===== src/rtl/trie_lpm.sv =====
module trie_lpm #(
  parameter int ADDR_W = 32,
  parameter int PTR_W  = 6,
  parameter int PORT_W = 4
) (
  input  logic                         clk,
  input  logic                         rst_n,
  input  logic                         in_valid,
  output logic                         in_ready,
  input  logic [ADDR_W-1:0]            in_addr,
  input  logic                         wr_en,
  input  logic [PTR_W-1:0]             wr_ptr,
  input  logic [2*PTR_W+3+PORT_W-1:0]  wr_node,
  output logic                         done,
  output logic [PORT_W-1:0]            hit_port,
  output logic                         miss
);
  localparam int NODE_W = 2*PTR_W + 3 + PORT_W;
  localparam int DEPTH  = 1 << PTR_W;
  localparam int DW     = $clog2(ADDR_W + 1);

  logic [NODE_W-1:0] mem [DEPTH];
  logic [NODE_W-1:0] node_q;
  logic [ADDR_W-1:0] key_q;
  logic [DW-1:0]     depth_q;
  logic              busy_q, best_v_q;
  logic [PORT_W-1:0] best_port_q;

  wire [PORT_W-1:0] n_port = node_q[PORT_W-1:0];
  wire              n_pv   = node_q[PORT_W];
  wire              n_rv   = node_q[PORT_W+1];
  wire              n_lv   = node_q[PORT_W+2];
  wire [PTR_W-1:0]  n_rptr = node_q[PORT_W+3 +: PTR_W];
  wire [PTR_W-1:0]  n_lptr = node_q[PORT_W+3+PTR_W +: PTR_W];

  wire              go_right  = key_q[ADDR_W-1];
  wire              child_ok  = go_right ? n_rv : n_lv;
  wire [PTR_W-1:0]  child_ptr = go_right ? n_rptr : n_lptr;
  wire              at_end    = (depth_q == DW'(ADDR_W));
  wire              stop      = busy_q && (at_end || !child_ok);
  wire              accept    = in_valid && !busy_q;
  wire              best_v_n  = best_v_q | n_pv;
  wire [PORT_W-1:0] best_p_n  = n_pv ? n_port : best_port_q;
  wire [PTR_W-1:0]  rd_ptr    = accept ? '0 : child_ptr;

  assign in_ready = !busy_q;

  always_ff @(posedge clk) begin
    if (wr_en) mem[wr_ptr] <= wr_node;
    node_q <= mem[rd_ptr];
  end

  always_ff @(posedge clk) begin
    if (!rst_n) begin
      busy_q      <= 1'b0;
      done        <= 1'b0;
      miss        <= 1'b0;
      hit_port    <= '0;
      best_v_q    <= 1'b0;
      best_port_q <= '0;
      depth_q     <= '0;
      key_q       <= '0;
    end else begin
      done <= 1'b0;
      if (accept) begin
        busy_q   <= 1'b1;
        key_q    <= in_addr;
        depth_q  <= '0;
        best_v_q <= 1'b0;
      end else if (busy_q) begin
        if (stop) begin
          busy_q   <= 1'b0;
          done     <= 1'b1;
          miss     <= !best_v_n;
          hit_port <= best_p_n;
        end else begin
          best_v_q    <= best_v_n;
          best_port_q <= best_p_n;
          depth_q     <= depth_q + 1'b1;
          key_q       <= key_q << 1;
        end
      end
    end
  end

  p_ready_low_after_accept_r8: assert property (@(posedge clk) disable iff (!rst_n)
    (in_valid && in_ready) |=> !in_ready);
  p_no_done_after_accept_r4: assert property (@(posedge clk) disable iff (!rst_n)
    (in_valid && in_ready) |=> !done);
  p_done_single_r9: assert property (@(posedge clk) disable iff (!rst_n)
    done |=> !done);
  p_ready_with_done_r8: assert property (@(posedge clk) disable iff (!rst_n)
    done |-> in_ready);
  p_depth_bound_r10: assert property (@(posedge clk) disable iff (!rst_n)
    busy_q |-> (depth_q <= DW'(ADDR_W)));
endmodule


===== config.mk =====
export PLATFORM = sky130hd
export DESIGN_NAME = trie_lpm
export DESIGN_NICKNAME = d
export VERILOG_FILES = /design/src/rtl/trie_lpm.sv
export SDC_FILE = /design/constraint.sdc
export NUM_CORES = 2
export LEC_CHECK = 0
export BUFFER_PORTS_ARGS = -buffer_cell sky130_fd_sc_hd__buf_2
export CAP_MARGIN = 5
export CORE_MARGIN = 1
export CORE_UTILIZATION = 55
export CTS_BUF_LIST = sky130_fd_sc_hd__clkbuf_4
export DETAILED_ROUTE_END_ITERATION = 8
export GPL_TIMING_DRIVEN = 0
export PLACE_DENSITY = 0.71
export SLEW_MARGIN = 0
export SYNTH_ARGS = -nofsm -noshare
export SYNTH_HDL_FRONTEND = slang
export SYNTH_SLANG_ARGS = --single-unit

===== constraint.sdc =====
create_clock -name clk -period 3.1 [get_ports clk]
set_input_delay 0.62 -clock clk [delete_from_list [all_inputs] [get_ports clk]]
set_output_delay 0.62 -clock clk [all_outputs]
set_load 0.1 [all_outputs]

; ---- Word level (Yosys, flattened, before mapping)
; Memory sizes are Yosys's and may differ from the RTL's. A register that Yosys moved wholly into a read port is not among the register bits.
; Cells that the tools add are included.
[totals]
regBits = 50
ramBits = 1216
output_inout_bits = 7
elab_cells = 43
n_memories = 1
[mem_list]
columns = name, words, word_bits, rd, rd_ports_with_merged_regs, write_ports, line_no
row1 = mem, 64, 19, 1, 1, 1, 22  ; logic [NODE_W-1:0] mem [DEPTH];
[op_classes]
addsub = 1
n_eq_ne = 2
n_mux = 13
n_bitwise = 5
n_reduce_logical = 13
[op_table]
columns = cell, count
row1 = two-way mux 32 bit, 3
row2 = two-way mux 6 bit, 2
row3 = two-way mux 1 bit, 7
row4 = "adder 6 x 1 -> 6 bit, second input constant", 1
row5 = "equality test 6 bit, second input constant", 1
row6 = AND reduction 3 bit, 2
row7 = two-way mux 4 bit, 1
row8 = NOT 1 bit, 4
row9 = AND reduction 2 bit, 2
row10 = zero test 1 bit, 3
row11 = OR reduction 3 bit, 1
row12 = logical AND 1 bit, 2
row13 = "inequality test 2 x 1 -> 1 bit, second input constant", 1
row14 = nonzero test 2 bit, 1
row15 = OR reduction 2 bit, 1
row16 = logical OR 1 bit, 1
row17 = bitwise OR 1 bit, 1

; ---- Logic depth before layout (Yosys ltp)
[depth]
depth_word = 7
ltp_mapped = 11

; ---- Least setup slack after synthesis
; No wires, ideal clock.
[synth_timing]
path_type = input -> register
from = in wr_ptr[3]
to = mem mem[48][0] in the netlist's numbering (enable)
arrival_time_ns = 2.447
required_ns = 2.681
setup_slack_ns = 0.234
stages = 4
path_cell_list = clkbuf_1 -> nor2b_1 -> nand4b_1 -> nor3_1
[synth_rtl]
columns = element, line_no
row1 = start: declaration, 12  ; input logic [PTR_W-1:0] wr_ptr,
row2 = end: declaration, 22
; Straight into the memory's write port.

; ---- Final worst setup path
[layout_timing]
from = reg key_q[31]
to = reg node_q[4], read port of mem
[layout_between]
elab_chain_cells = 2
[layout_lines]
columns = element, line_no
row1 = start: declaration, 24  ; logic [ADDR_W-1:0] key_q;
row2 = start signal: assignment, 67  ; key_q <= in_addr;
row3 = start signal: assignment, 80  ; key_q <= key_q << 1;
row4 = two-way mux 6 bit, 38  ; wire [PTR_W-1:0] child_ptr = go_right ? n_rptr : n_lptr;
row5 = two-way mux 6 bit, 44  ; wire [PTR_W-1:0] rd_ptr = accept ? '0 : child_ptr;
row6 = end: declaration, 23  ; logic [NODE_W-1:0] node_q;
; No other way between the ends.
; A chain may end at the register's enable or synchronous reset.

==> metrics.md <==
| Metric | Value |
|---|---|
| Peak VDD IR | 425 uV |
| Worst-path maximum fanout | 10 |
| CTS tree | done |
| Port Buf Inserts | 62 |
| Failing checks | setup timing |
| Rel. slew slack | 11.2% |
| Post-synth EDFFs | 1216 |
| Yosys reg bits | 1285 |
| Period minus WS final | 3140 ps |
| Worst path bufs/invs | 4 |
| Hold Fails Final Rpt | 0 |
| Die Width | 304 um |
| Clk_lat worst skew | 1170 ps |
| Share of the synthesized area in the top cell type | 72.7% |
| Synthesized cell area | 50300 sq um |
| Total gr overflow | 0 |
| Fmax | 0.319 GHz |
| Pre-antenna DRT Iters | 6 |
| Synthesized area per cell | 16.7 sq um |
| Final worst slack | -38.0 ps |
| Final period utilization | 101% |
| Worst Tran Pin Value | 1330 ps |
| Detailed placement HPWL | 92000 um |
| Hold path depth | 1 |
| LEAKAGE | 20.0 nW |
| Reg2reg end | node_q[4] |
| Rows | 110 |
| Slowest-stage cell, CP | nor4_4 |
| DIE HEIGHT | 304 um |
| Total power | 46.7 mW |
| CP max stage delay | 450 ps |
| Filler cell count | 6218 |
| DRT Wirelength | 141000 um |
| Post-DRT Antenna Nets | 0 |
| Worst path required time | 4030 ps |
| Initial Util | 55.7% |
| Reg clk slew, reported paths | 70 ps |
| Remaining DRCs | 0 |
| Worst r2r src | key_q[31] |
| Placement Cell Area | 53200 sq um |
| Most common cell after layout, fill and taps aside | edfxtp_1 |
| Clock Skews | 107 ps |
| CTS root buf | clkbuf_4 |
| TritonCTS Sinks | 1285 |
| Critical path's top delay family | buffers and inverters |
| Cells after Synth | 3018 |
| Post-DR wirelength/cell | 28.4 um |
| Crit-path cells | buf_6, buf_8, mux2_4, buf_4, nand3_4, clkbuf_4, o22a_1, o2111ai_4, o211ai_1, nor4_4 |
| Vias in the first global route | 31070 |
| Hold_sp | wr_node[1] |
| DIE AREA | 92600 sq um |
| Ys async rst share | 0% |
| Crit path kind | flip-flop to flip-flop |
| Layout cell share with drive strength beyond 1 | 27.9% |
| RePlAce Congestion | 0.976 |
| First-pass GRT wire length | 203000 um |
| DR vias/cell | 6.25 |
| Cell taking the most area after synthesis | edfxtp_1 |
| TritonCTS Buffers | 333 |
| Minimum hold slack | 80.6 ps |
| Vias post-DR | 30986 |
| Top_reg_cell synth | edfxtp_1 |
| Reg2Reg Depth | 10 |
| Non-Filler Instances | 4955 |
| Total global-route track usage | 30.4% |
| Crit end category | flip-flop |
| Top post-synthesis cells by area | edfxtp_1 73%, mux2i_1 4.6%, dfxtp_1 2.7% |
| Commonest non-fill, non-tap cells in the layout | 1216 x edfxtp_1, 467 x clkbuf_4, 239 x nand2_1 |
| Power Dens Cells | 789 nW/um^2 |
| Starting DRT DRC Count | 4122 |
| Final instance area | 59200 sq um |
| Area grow syn2layout | 17.9% |
| Placed cells | 4318 |
| Max cap viols | 0 |
| Syn nets | 3081 |
| # setup viols final | 1 |
| Status | complete, but fails checks |
| Worst Hold Class | input pin to flip-flop |
| Post-synthesis sequential area ratio | 75.4% |
| Synth cell types | 63 |
| # IOs | 68 |
| Largest net degree at the start of global routing | 65 |
| Htree depth | 5 |
| CP arrival | 4070 ps |
| Reg2reg setup slack | -40 ps |
| Layout Nets | 3616 |
| Max Buffers Root-to-Sink | 4 |
| Setup TNS Final | -38.0 ps |
| CP Launch Type | flip-flop |
| Antenna violations before repair | 5 |
| Ys Warns | 0 |
| Core area | 90300 sq um |
| Slew Limit Fails | 0 |
| Worst Hold End | mem[57][1] |
[cell usage after synthesis, types with 51 or more instances]
cell / count
edfxtp_1: 1216
nand2_1: 243
mux2i_1: 233
a211oi_1: 134
clkbuf_1: 109
nor2_1: 97
a21oi_1: 82
and3_1: 74
dfxtp_1: 69
a22oi_1: 66
buf_2: 61
nand3_1: 61
mux4_2: 58
o221ai_1: 53
o21ai_0: 51
[sequential cells by signal, summed over array words and instances, names as in the netlist]
signal and flops:
done 1, key_q 32, busy_q 1, best_v_q 1
miss 1, node_q 19, mem 1216, best_port_q 4
depth_q 6, hit_port 4
[cell type report]
cell class / instances / area [sq um] / area share [%]
buffer: 198 / 1130 / 1.90
timing repair buffer: 203 / 2140 / 3.61
clock buffer: 453 / 3400 / 5.74
sequential: 1285 / 37900 / 64.0
clock inverter: 106 / 618 / 1.04
multi-input combinational: 1527 / 12600 / 21.2
tap: 1176 / 1470 / 2.48
antenna: 2 / 5.00 / 0.00845
inverter: 5 / 18.8 / 0.0317
[what timing repair did]
action | in CTS | in global routing
endpoints found under the hold margin | 75 | 80
setup buffers | 24 | 7
pin swaps | 28 | 18
setup endpoints to repair | 59 | 53
hold buffers | 36 | 5
cloned | 0 | 1
gates resized for setup | 202 | 81
[metal layers]
layer / vias up / GRT usage (%) / share of wire, %
met5: - / 0 / 0.0057
met4: 2 / 11.9 / 3.2
met3: 224 / 7.97 / 12
met2: 1860 / 44.6 / 45
met1: 15498 / 43.7 / 40
li1: 13402 / - / -
[worst max path at each step]
stage | start | slack [ps] | endpoint | depth (start not counted)
CTS | busy_q | -20 | node_q[4] | 9
detailed placement | in_valid | -2150 | node_q[4] | 10
global placement | in_valid | -2070 | node_q[0] | 10
global route | key_q[31] | -30 | key_q[5] | 8
floorplan | wr_ptr[3] | 230 | mem[48][0] | 4
finish | key_q[31] | -40 | node_q[4] | 10
[metrics by stage]
step | worst slack [ps] | util [%]
4_1_cts | -21.1 | 65.0
2_1_floorplan | 234 | -
6_report | -38.0 | 65.6
5_1_grt | -26.2 | 65.6
3_5_place_dp | -2150 | 58.9
3_3_place_gp | -2070 | 57.6
[power by group]
part | leakage (nW) | total (mW) | switching, mW | internal (mW)
logic | 6.07 | 13.3 | 8.73 | 4.57
clock network | 2.37 | 14.0 | 6.55 | 7.41
registers | 11.5 | 19.5 | 0.161 | 19.3
[cell families (layout without fill, tap and decap cells)]
logic type / Yosys count / after routing / synth area share [%]
AOI/OAI and AO/OA: 601 / 601 / 8.67
xor gates and xnor gates: 5 / 5 / 0.0872
adders and majority gates: 2 / 2 / 0.0498
buffers and inverters: 206 / 965 / 1.87
DFF: 1285 / 1285 / 75.4
muxes: 332 / 332 / 8.19
other: 0 / 2 / 0
and+or+nand+nor: 587 / 587 / 5.72
Power figures use the tool's default switching activity.
